[src/rtl/mcs_pkg.sv]
package mcs_pkg;
  parameter int unsigned MCS_AW     = 8;
  parameter int unsigned MCS_DW     = 32;
  parameter int unsigned MCS_NSTEPS = 22;
  parameter int unsigned MCS_SW     = $clog2(MCS_NSTEPS);

  // register dword addresses decoded by the MAC
  localparam logic [MCS_AW-1:0] A_CMD    = 8'h02;
  localparam logic [MCS_AW-1:0] A_STA_LO = 8'h03;
  localparam logic [MCS_AW-1:0] A_STA_HI = 8'h04;
  localparam logic [MCS_AW-1:0] A_FRMLEN = 8'h05;
  localparam logic [MCS_AW-1:0] A_PAUSE  = 8'h06;
  localparam logic [MCS_AW-1:0] A_PHYSEL = 8'h0F;
  localparam logic [MCS_AW-1:0] A_TX_SE  = 8'h10;
  localparam logic [MCS_AW-1:0] A_TX_AF  = 8'h11;
  localparam logic [MCS_AW-1:0] A_TX_AE  = 8'h12;
  localparam logic [MCS_AW-1:0] A_RX_SE  = 8'h13;
  localparam logic [MCS_AW-1:0] A_RX_AF  = 8'h14;
  localparam logic [MCS_AW-1:0] A_RX_AE  = 8'h15;
  localparam logic [MCS_AW-1:0] A_TX_SF  = 8'h16;
  localparam logic [MCS_AW-1:0] A_RX_SF  = 8'h17;
  localparam logic [MCS_AW-1:0] A_IPG    = 8'h18;
  localparam logic [MCS_AW-1:0] A_MDIO0  = 8'h80;

  // command word fields
  localparam logic [MCS_DW-1:0] CMD_BASE  = 32'h0080_0220;
  localparam logic [MCS_DW-1:0] CMD_SWRST = 32'h0000_2000;
  localparam logic [MCS_DW-1:0] CMD_ENA   = 32'h0000_0003;
  localparam int unsigned BIT_GIG  = 3;
  localparam int unsigned BIT_HALF = 10;
  localparam int unsigned BIT_TEN  = 25;

  typedef enum logic {OP_WRITE, OP_POLL} op_e;
  typedef enum logic [1:0] {S_IDLE, S_RUN, S_DONE, S_FAULT} state_e;

  typedef struct packed {
    op_e               op;
    logic [MCS_AW-1:0] addr;
    logic [MCS_DW-1:0] data;   // write value, or expected read value
    logic [MCS_DW-1:0] mask;   // bits compared on a poll
  } step_t;
endpackage

[src/rtl/mcs_step_rom.sv]
module mcs_step_rom
  import mcs_pkg::*;
#(
  parameter int unsigned FIFO_DEPTH  = 2048,
  parameter bit          CUT_THROUGH = 1'b1,
  parameter logic [MCS_DW-1:0] PHY_SEL   = 32'h0000_000A,
  parameter logic [MCS_DW-1:0] PHY_REG0  = 32'h0000_1140
) (
  input  logic [MCS_SW-1:0] step,
  input  logic [MCS_DW-1:0] cmd_base,
  output step_t             cur
);
  localparam logic [MCS_DW-1:0] SECT_EMPTY = MCS_DW'(FIFO_DEPTH - 16);

  logic [MCS_DW-1:0] sect_full;

  generate
    if (CUT_THROUGH) begin : g_cut
      assign sect_full = 32'd16;
    end else begin : g_saf
      assign sect_full = 32'd0;
    end
  endgenerate

  always_comb begin
    cur.op   = OP_WRITE;
    cur.addr = A_CMD;
    cur.data = '0;
    cur.mask = '1;
    case (int'(step))
      0:  begin cur.addr = A_PHYSEL; cur.data = PHY_SEL;               end
      1:  begin cur.addr = A_MDIO0;  cur.data = PHY_REG0;              end
      2:  begin cur.addr = A_CMD;    cur.data = cmd_base | CMD_SWRST;  end
      3:  begin cur.op = OP_POLL; cur.addr = A_CMD; cur.mask = CMD_ENA; end
      4:  begin cur.addr = A_TX_SE;  cur.data = SECT_EMPTY;            end
      5:  begin cur.addr = A_TX_AF;  cur.data = 32'd3;                 end
      6:  begin cur.addr = A_TX_AE;  cur.data = 32'd8;                 end
      7:  begin cur.addr = A_RX_SE;  cur.data = SECT_EMPTY;            end
      8:  begin cur.addr = A_RX_AF;  cur.data = 32'd8;                 end
      9:  begin cur.addr = A_RX_AE;  cur.data = 32'd8;                 end
      10: begin cur.addr = A_TX_SF;  cur.data = sect_full;             end
      11: begin cur.addr = A_RX_SF;  cur.data = sect_full;             end
      12: begin cur.addr = A_STA_LO; cur.data = 32'h1723_1C00;         end
      13: begin cur.addr = A_STA_HI; cur.data = 32'h0000_CB4A;         end
      14: begin cur.addr = A_FRMLEN; cur.data = 32'd1518;              end
      15: begin cur.addr = A_IPG;    cur.data = 32'd12;                end
      16: begin cur.addr = A_PAUSE;  cur.data = 32'h0000_FFFF;         end
      17: begin cur.addr = A_CMD;    cur.data = cmd_base;              end
      18: begin cur.addr = A_CMD;    cur.data = cmd_base | CMD_SWRST;  end
      19: begin cur.op = OP_POLL; cur.addr = A_CMD; cur.data = cmd_base; end
      20: begin cur.addr = A_CMD;    cur.data = cmd_base | CMD_ENA;    end
      21: begin cur.op = OP_POLL; cur.addr = A_CMD; cur.data = cmd_base | CMD_ENA; end
      default: begin cur.addr = A_CMD; cur.data = cmd_base; end
    endcase
  end
endmodule

[src/rtl/mcs_poll_timer.sv]
module mcs_poll_timer #(
  parameter int unsigned CNT_W = 16
) (
  input  logic             clk,
  input  logic             rst_n,
  input  logic             clr,
  input  logic             en,
  input  logic [CNT_W-1:0] limit,
  output logic             expired
);
  localparam logic [CNT_W-1:0] CNT_MAX = '1;

  logic [CNT_W-1:0] cnt_q, cnt_d;
  logic             cnt_en;

  always_comb begin
    cnt_en = clr || (en && (cnt_q != CNT_MAX));
    cnt_d  = clr ? '0 : cnt_q + 1'b1;
  end

  always_ff @(posedge clk or negedge rst_n) begin
    if (!rst_n)      cnt_q <= '0;
    else if (cnt_en) cnt_q <= cnt_d;
  end

  assign expired = (cnt_q >= limit);

  // once expired inside a poll step, stays expired until cleared
  p_expired_holds_r7: assert property (@(posedge clk) disable iff (!rst_n)
    (en && !clr && expired) |=> expired);
endmodule

[src/rtl/mac_cfg_sequencer.sv]
module mac_cfg_sequencer
  import mcs_pkg::*;
#(
  parameter int unsigned FIFO_DEPTH  = 2048,
  parameter bit          CUT_THROUGH = 1'b1,
  parameter int unsigned CNT_W       = 16
) (
  input  logic              clk,
  input  logic              rst_n,
  input  logic              start,
  input  logic              link_gig,
  input  logic              link_10m,
  input  logic              link_half,
  input  logic [CNT_W-1:0]  poll_limit,
  output logic [MCS_AW-1:0] bus_addr,
  output logic [MCS_DW-1:0] bus_wdata,
  output logic              bus_wr,
  output logic              bus_rd,
  input  logic [MCS_DW-1:0] bus_rdata,
  input  logic              bus_wait,
  output logic              busy,
  output logic              done,
  output logic              error,
  output logic [MCS_SW-1:0] fail_step
);
  localparam logic [MCS_SW-1:0] LAST_STEP = MCS_SW'(MCS_NSTEPS - 1);

  // asynchronous assertion, synchronous release
  logic [1:0] rst_pipe_q;
  logic       rst_sync_n;
  always_ff @(posedge clk or negedge rst_n) begin
    if (!rst_n) rst_pipe_q <= 2'b00;
    else        rst_pipe_q <= {rst_pipe_q[0], 1'b1};
  end
  assign rst_sync_n = rst_pipe_q[1];

  state_e            state_q, state_d;
  logic [MCS_SW-1:0] step_q, step_d, fail_q, fail_d;
  logic [MCS_DW-1:0] cmd_q, cmd_in;
  logic [CNT_W-1:0]  lim_q;
  logic              cfg_load, advance, acc_done, rd_match, expired, tmr_clr;
  step_t             cur;

  mcs_step_rom #(
    .FIFO_DEPTH (FIFO_DEPTH),
    .CUT_THROUGH(CUT_THROUGH)
  ) u_rom (
    .step    (step_q),
    .cmd_base(cmd_q),
    .cur     (cur)
  );

  mcs_poll_timer #(.CNT_W(CNT_W)) u_tmr (
    .clk    (clk),
    .rst_n  (rst_sync_n),
    .clr    (tmr_clr),
    .en     ((state_q == S_RUN) && (cur.op == OP_POLL)),
    .limit  (lim_q),
    .expired(expired)
  );

  always_comb begin
    cmd_in           = CMD_BASE;
    cmd_in[BIT_GIG]  = link_gig;
    cmd_in[BIT_HALF] = link_half;
    cmd_in[BIT_TEN]  = link_10m;
  end

  assign acc_done = (bus_wr || bus_rd) && !bus_wait;
  assign rd_match = ((bus_rdata ^ cur.data) & cur.mask) == '0;

  always_comb begin
    state_d  = state_q;
    step_d   = step_q;
    fail_d   = fail_q;
    cfg_load = 1'b0;
    advance  = 1'b0;
    case (state_q)
      S_RUN: begin
        if (acc_done) begin
          if (cur.op == OP_WRITE || rd_match) begin
            advance = 1'b1;
            if (step_q == LAST_STEP) state_d = S_DONE;
            else                     step_d  = step_q + 1'b1;
          end else if (expired) begin
            state_d = S_FAULT;
            fail_d  = step_q;
          end
        end
      end
      default: begin
        if (start) begin
          state_d  = S_RUN;
          step_d   = '0;
          fail_d   = '0;
          cfg_load = 1'b1;
        end
      end
    endcase
  end

  assign tmr_clr = (state_q != S_RUN) || advance;

  always_ff @(posedge clk or negedge rst_sync_n) begin
    if (!rst_sync_n) begin
      state_q <= S_IDLE;
      step_q  <= '0;
      fail_q  <= '0;
      cmd_q   <= CMD_BASE;
      lim_q   <= '0;
    end else begin
      state_q <= state_d;
      step_q  <= step_d;
      fail_q  <= fail_d;
      if (cfg_load) begin
        cmd_q <= cmd_in;
        lim_q <= poll_limit;
      end
    end
  end

  assign bus_wr    = (state_q == S_RUN) && (cur.op == OP_WRITE);
  assign bus_rd    = (state_q == S_RUN) && (cur.op == OP_POLL);
  assign bus_addr  = cur.addr;
  assign bus_wdata = cur.data;
  assign busy      = (state_q == S_RUN);
  assign done      = (state_q == S_DONE);
  assign error     = (state_q == S_FAULT);
  assign fail_step = fail_q;

  p_one_strobe_r3: assert property (@(posedge clk) disable iff (!rst_sync_n)
    !(bus_wr && bus_rd));

  p_hold_on_wait_r3: assert property (@(posedge clk) disable iff (!rst_sync_n)
    ((bus_wr || bus_rd) && bus_wait) |=>
      ($stable(bus_addr) && $stable(bus_wdata) && $stable(bus_wr) && $stable(bus_rd)));

  p_done_after_match_r6: assert property (@(posedge clk) disable iff (!rst_sync_n)
    $rose(done) |-> ($past(bus_rd) && !$past(bus_wait) && ($past(bus_rdata) == $past(bus_wdata))));

  p_done_exclusive_r6: assert property (@(posedge clk) disable iff (!rst_sync_n)
    done |-> (!busy && !error));

  p_fault_quiet_r7: assert property (@(posedge clk) disable iff (!rst_sync_n)
    error |-> (!bus_wr && !bus_rd));

  p_fault_sticky_r7: assert property (@(posedge clk) disable iff (!rst_sync_n)
    (error && !start) |=> error);
endmodule

[config.mk]
export PLATFORM = sky130hd
export DESIGN_NAME = mac_cfg_sequencer
export DESIGN_NICKNAME = d
export VERILOG_FILES = /design/src/rtl/mcs_pkg.sv /design/src/rtl/mcs_step_rom.sv /design/src/rtl/mcs_poll_timer.sv /design/src/rtl/mac_cfg_sequencer.sv
export SDC_FILE = /design/constraint.sdc
export NUM_CORES = 1
export LEC_CHECK = 0
export BUFFER_PORTS_ARGS = -buffer_cell sky130_fd_sc_hd__buf_2
export CORE_ASPECT_RATIO = 2
export CORE_MARGIN = 3
export CORE_UTILIZATION = 30
export CTS_BUF_LIST = sky130_fd_sc_hd__clkbuf_4
export CTS_CLUSTER_DIAMETER = 200
export DETAILED_ROUTE_END_ITERATION = 6
export GPL_ROUTABILITY_DRIVEN = 0
export GPL_TIMING_DRIVEN = 0
export PLACE_DENSITY_LB_ADDON = 0.08
export SLEW_MARGIN = 20
export SYNTH_ARGS = -nofsm -noshare
export SYNTH_HDL_FRONTEND = slang
export SYNTH_SLANG_ARGS = --single-unit
[constraint.sdc]
create_clock -name clk -period 2.48 [get_ports clk]
set_clock_uncertainty 0.1 [all_clocks]
set_input_delay 0.372 -clock clk [delete_from_list [all_inputs] [get_ports clk]]
set_output_delay 0.372 -clock clk [all_outputs]
set_load 0.05 [all_outputs]
==> impl_results.md <==
* Status: finished with violations
* Failing checks: negative setup slack
* Post-synth EDFFs at 0
* Count of buffers from port buffering at between 90 and 100
* Total congestion overflow at 0
* Maximum clock rate at between 0.2 and 0.3 GHz
* # IOs at about 110
* Die Outline Area at approximately 0.014 mm^2
* Reg-to-reg critical path endpoint: step_q[1]
* Category of the worst setup path capture point: flop
* Post-Place Setup Slack at -1.54 ns
* Launching point of the worst reg2reg path: step_q[0]
* Critical Setup Path Class: flop to flop
* Number of CTS-inserted buffers at 5
* Mux share of post-synthesis cell area at between 3 and 4%
* Reg clk slew, reported paths at about 0.15 ns
* Adder-Cell Fraction of Synth Area at ~7.5%
* Share of cells above drive strength 1 at between 40 and 50%
* Master cell of the clock root buffer: clkbuf_4
* Fillers at between 1000 and 1500
* Peak supply drop at 1.12 mV
* Met3 WL post-DR at around 480 um
* Post-route antenna net violation count at 0
* Dominant combinational cell family by area after synthesis: simple AND/OR/NAND/NOR gates
* Top cells by count, synth: nand2_1 (52), dfrtp_1 (49), nor2_1 (35)
* Setup Total Neg Slack at -28.51 ns
* Register-to-register setup slack at -0.86 ns
* Reg2Reg Depth at 12
* Arrival time worst endpoint at roughly 3.5 ns
* Post-DP HPWL at slightly below 10000 um
* Core occupancy in the finished layout at 46.5%
* Area fraction in compound gates after synthesis at a little under a fifth
* Pin count of the biggest net entering global routing at 28
* Count of unresolved DRC violations after routing at 0
* Gate count after technology mapping at between 400 and 500
* Power per standard cell area at between 1500 and 2000 mW/mm^2
* Area added between synthesis and finish at 49.4%
* Site Rows at between 50 and 60
* Number of detailed-route iterations in the first pass at 5
* Biggest area consumer among synthesized cells: dfrtp_1
* Final total power at ~8300 uW
* Sequence of cells on the critical path: inv_4, ha_4, and4b_2, a221o_2, a2111oi_4, buf_4, nand2_4, o221a_4, a2111oi_4, a31oi_4, nor2b_4, mux2_4
* Yosys top cell area share at 33.3%
* Global router's overall resource usage at 17.7%
* Uppermost signal routing layer after detailed routing: met4
* CTS tree: done
* Final net count at 660
* Detail Route met2 WL at between 7000 and 8000 um
* Rel. slew slack at roughly half
* Total wire length after detailed routing at ~12000 um
* Crit path launch type: flop
* Clock latency on the worst-skew pair at 0.38 ns
* Setup repair after global routing missed its margin: true
* CP Capture Point: step_q[1]
* Routed wire per std cell at about 17 um
* Starting density of the core at 31.1%
* Final Hold Viols at 0
* Synthesis-stage register bit count at 49
* Leakage power at approximately 0.0026 uW
* Number of global-route vias before repair at 3845
* Chip height at roughly 160 um
* Proportion of synthesized chip area in sequential cells at 33.3%
* Worst path setup slack after routing at -0.857 ns
* Area contributors post-synth: dfrtp_1 (33%), ha_1 (7.5%), nand2_1 (5.3%)
* Cell variety after synth at 65
* Setup violators final at 45
* Worst min-delay path category: input port to flop
* MaxCap Viol Count at 0
* Via total after detailed routing at 3709
* Async set-reset flop share out of synthesis at 100%
* Sinks on Clock Net at ~50
* Critical path peak fanout at 5
* Initial antenna violation count at 1
* Avg Inst Size Synth at 8.50 um^2
* Die Wd at 84.3 um
* Most used standard cell by instance count after synthesis: nand2_1
* Predominant post-synthesis flop cell: dfrtp_1
* Count of synthesis-stage warnings from yosys at 0
* Min Tclk post-route at between 3 and 4 ns
* Met1 wire length at just under 4000 um
* Average via count per standard cell at 5.08
* Source of the critical timing path: step_q[0]
* Most repeated library cell on the critical path: a2111oi_4
* Post-Synthesis Cell Area at around 0.0037 mm^2
* Master of the slowest instance on the critical path: dfrtp_2
* Share of the synthesized netlist area taken by xor and xnor gates at roughly 6%
* H-tree depth at 2
* DR iter-0 viols at slightly above 60
* Smallest hold slack at between 0.07 and 0.08 ns
* Simple-gate share of the synthesized area at between 20% and 30%
* Area of the placeable core at roughly 0.012 mm^2
* Slew Limit Fails at 0
* Required time of the worst setup path at 2.66 ns
* Wire length of the first global-routing pass at 19200 um
* Buffers from clock root to sink, at most at 2
* Worst-margin pin slew at about 0.74 ns
* Max incr delay on CP at around 0.46 ns
* Tcrit/Tclk final at 135%
layer usage:
metal	vias to the layer above	GRT usage, %
met5	-	0
met4	0	10.3
met3	46	1.77
met2	116	37.1
met1	1748	15.3
li1	1799	-
cells by family (layout without fill, tap and decap cells):
kind of cell / Yosys count / count (layout)
AOI/OAI and AO/OA: 95 / 95
xor gates and xnor gates: 26 / 26
adders and majority gates: 22 / 22
buffers and inverters: 67 / 209
DFF: 49 / 49
muxes: 12 / 12
other: 2 / 12
and+or+nand+nor: 160 / 160
power breakdown:
part | leakage (uW) | internal (uW) | switching (uW)
logic | 0.00196 | 2910 | 3810
registers | 0.000623 | 1010 | 113
clock network | 0.0000433 | 221 | 268
total | 0.00262 | 4150 | 4200
state kept, by name, indices dropped and copies added, names as in the netlist:
signal       count
cmd_q            3
u_tmr.cnt_q     16
rst_pipe_q       2
fail_step        5
state_q          2
lim_q           16
step_q           5
worst min-delay path by stage:
stage / startpoint / end / slack [ns] / depth (start not counted)
after floorplan: rst_n / rst_pipe_q[0] / -0.02 / 0
after global placement: rst_n / rst_pipe_q[0] / 0.06 / 1
after detailed placement: rst_n / rst_pipe_q[0] / 0.06 / 1
after CTS: link_10m / cmd_q[25] / 0.06 / 3
after global routing: poll_limit[3] / lim_q[3] / 0.08 / 3
final: link_10m / cmd_q[25] / 0.08 / 3
layout make-up:
class                      count  area, um^2  share of cell area (%)
antenna                        1        2.50                  0.0455
buffer                        36         302                    5.48
clock buffer                   6        45.0                   0.819
clock inverter                 2        33.8                   0.614
inverter                      30         119                    2.16
multi-input combinational    326        2520                    45.9
sequential                    49        1230                    22.4
tap                          145         181                    3.30
timing repair buffer         135        1060                    19.3
stage by stage:
stage | instances | instance area, um^2
floorplan | 442 | 3830
global placement | 681 | 4480
detailed placement | 682 | 4500
CTS | 712 | 5080
global route | 730 | 5500
finish | 730 | 5500
timing repair:
action / CTS / global route
setup endpoints to repair: 78 / 68
gates resized for setup: 104 / 79
endpoints found under the hold margin: 2 / 0
hold buffers: 1 / 0
setup buffers: 22 / 19
pin swaps: 22 / 26
worst max-delay path: cells and delay by family, from the launching register on:
kind / cells / cell delay [ns]
AND/OR/NAND/NOR: 3 / 0.48
buffers and inverters: 2 / 0.26
multiplexers: 1 / 0.31
AO/OA/AOI/OAI: 5 / 1.46
flip-flops: 1 / 0.46
adder cells (fa/ha/maj): 1 / 0.16
layout by cell type, fill, tap and decap left out, types with 6 or more instances in the layout:
master	synthesis	final
clkbuf_4	0	6
inv_1	29	23
nand3_1	14	14
conb_1	2	11
nor2_1	35	29
a21oi_1	16	11
mux2i_1	7	7
nand2b_1	9	7
xor2_1	16	16
buf_6	1	32
dfrtp_1	49	45
buf_4	18	48
nand4_1	6	6
ha_1	22	18
a21o_1	8	7
o21ai_0	25	23
buf_2	4	66
nand2_1	52	50
nor3_1	9	6
xnor2_1	10	7
buf_8	0	14
Power figures use the tool's default switching activity.
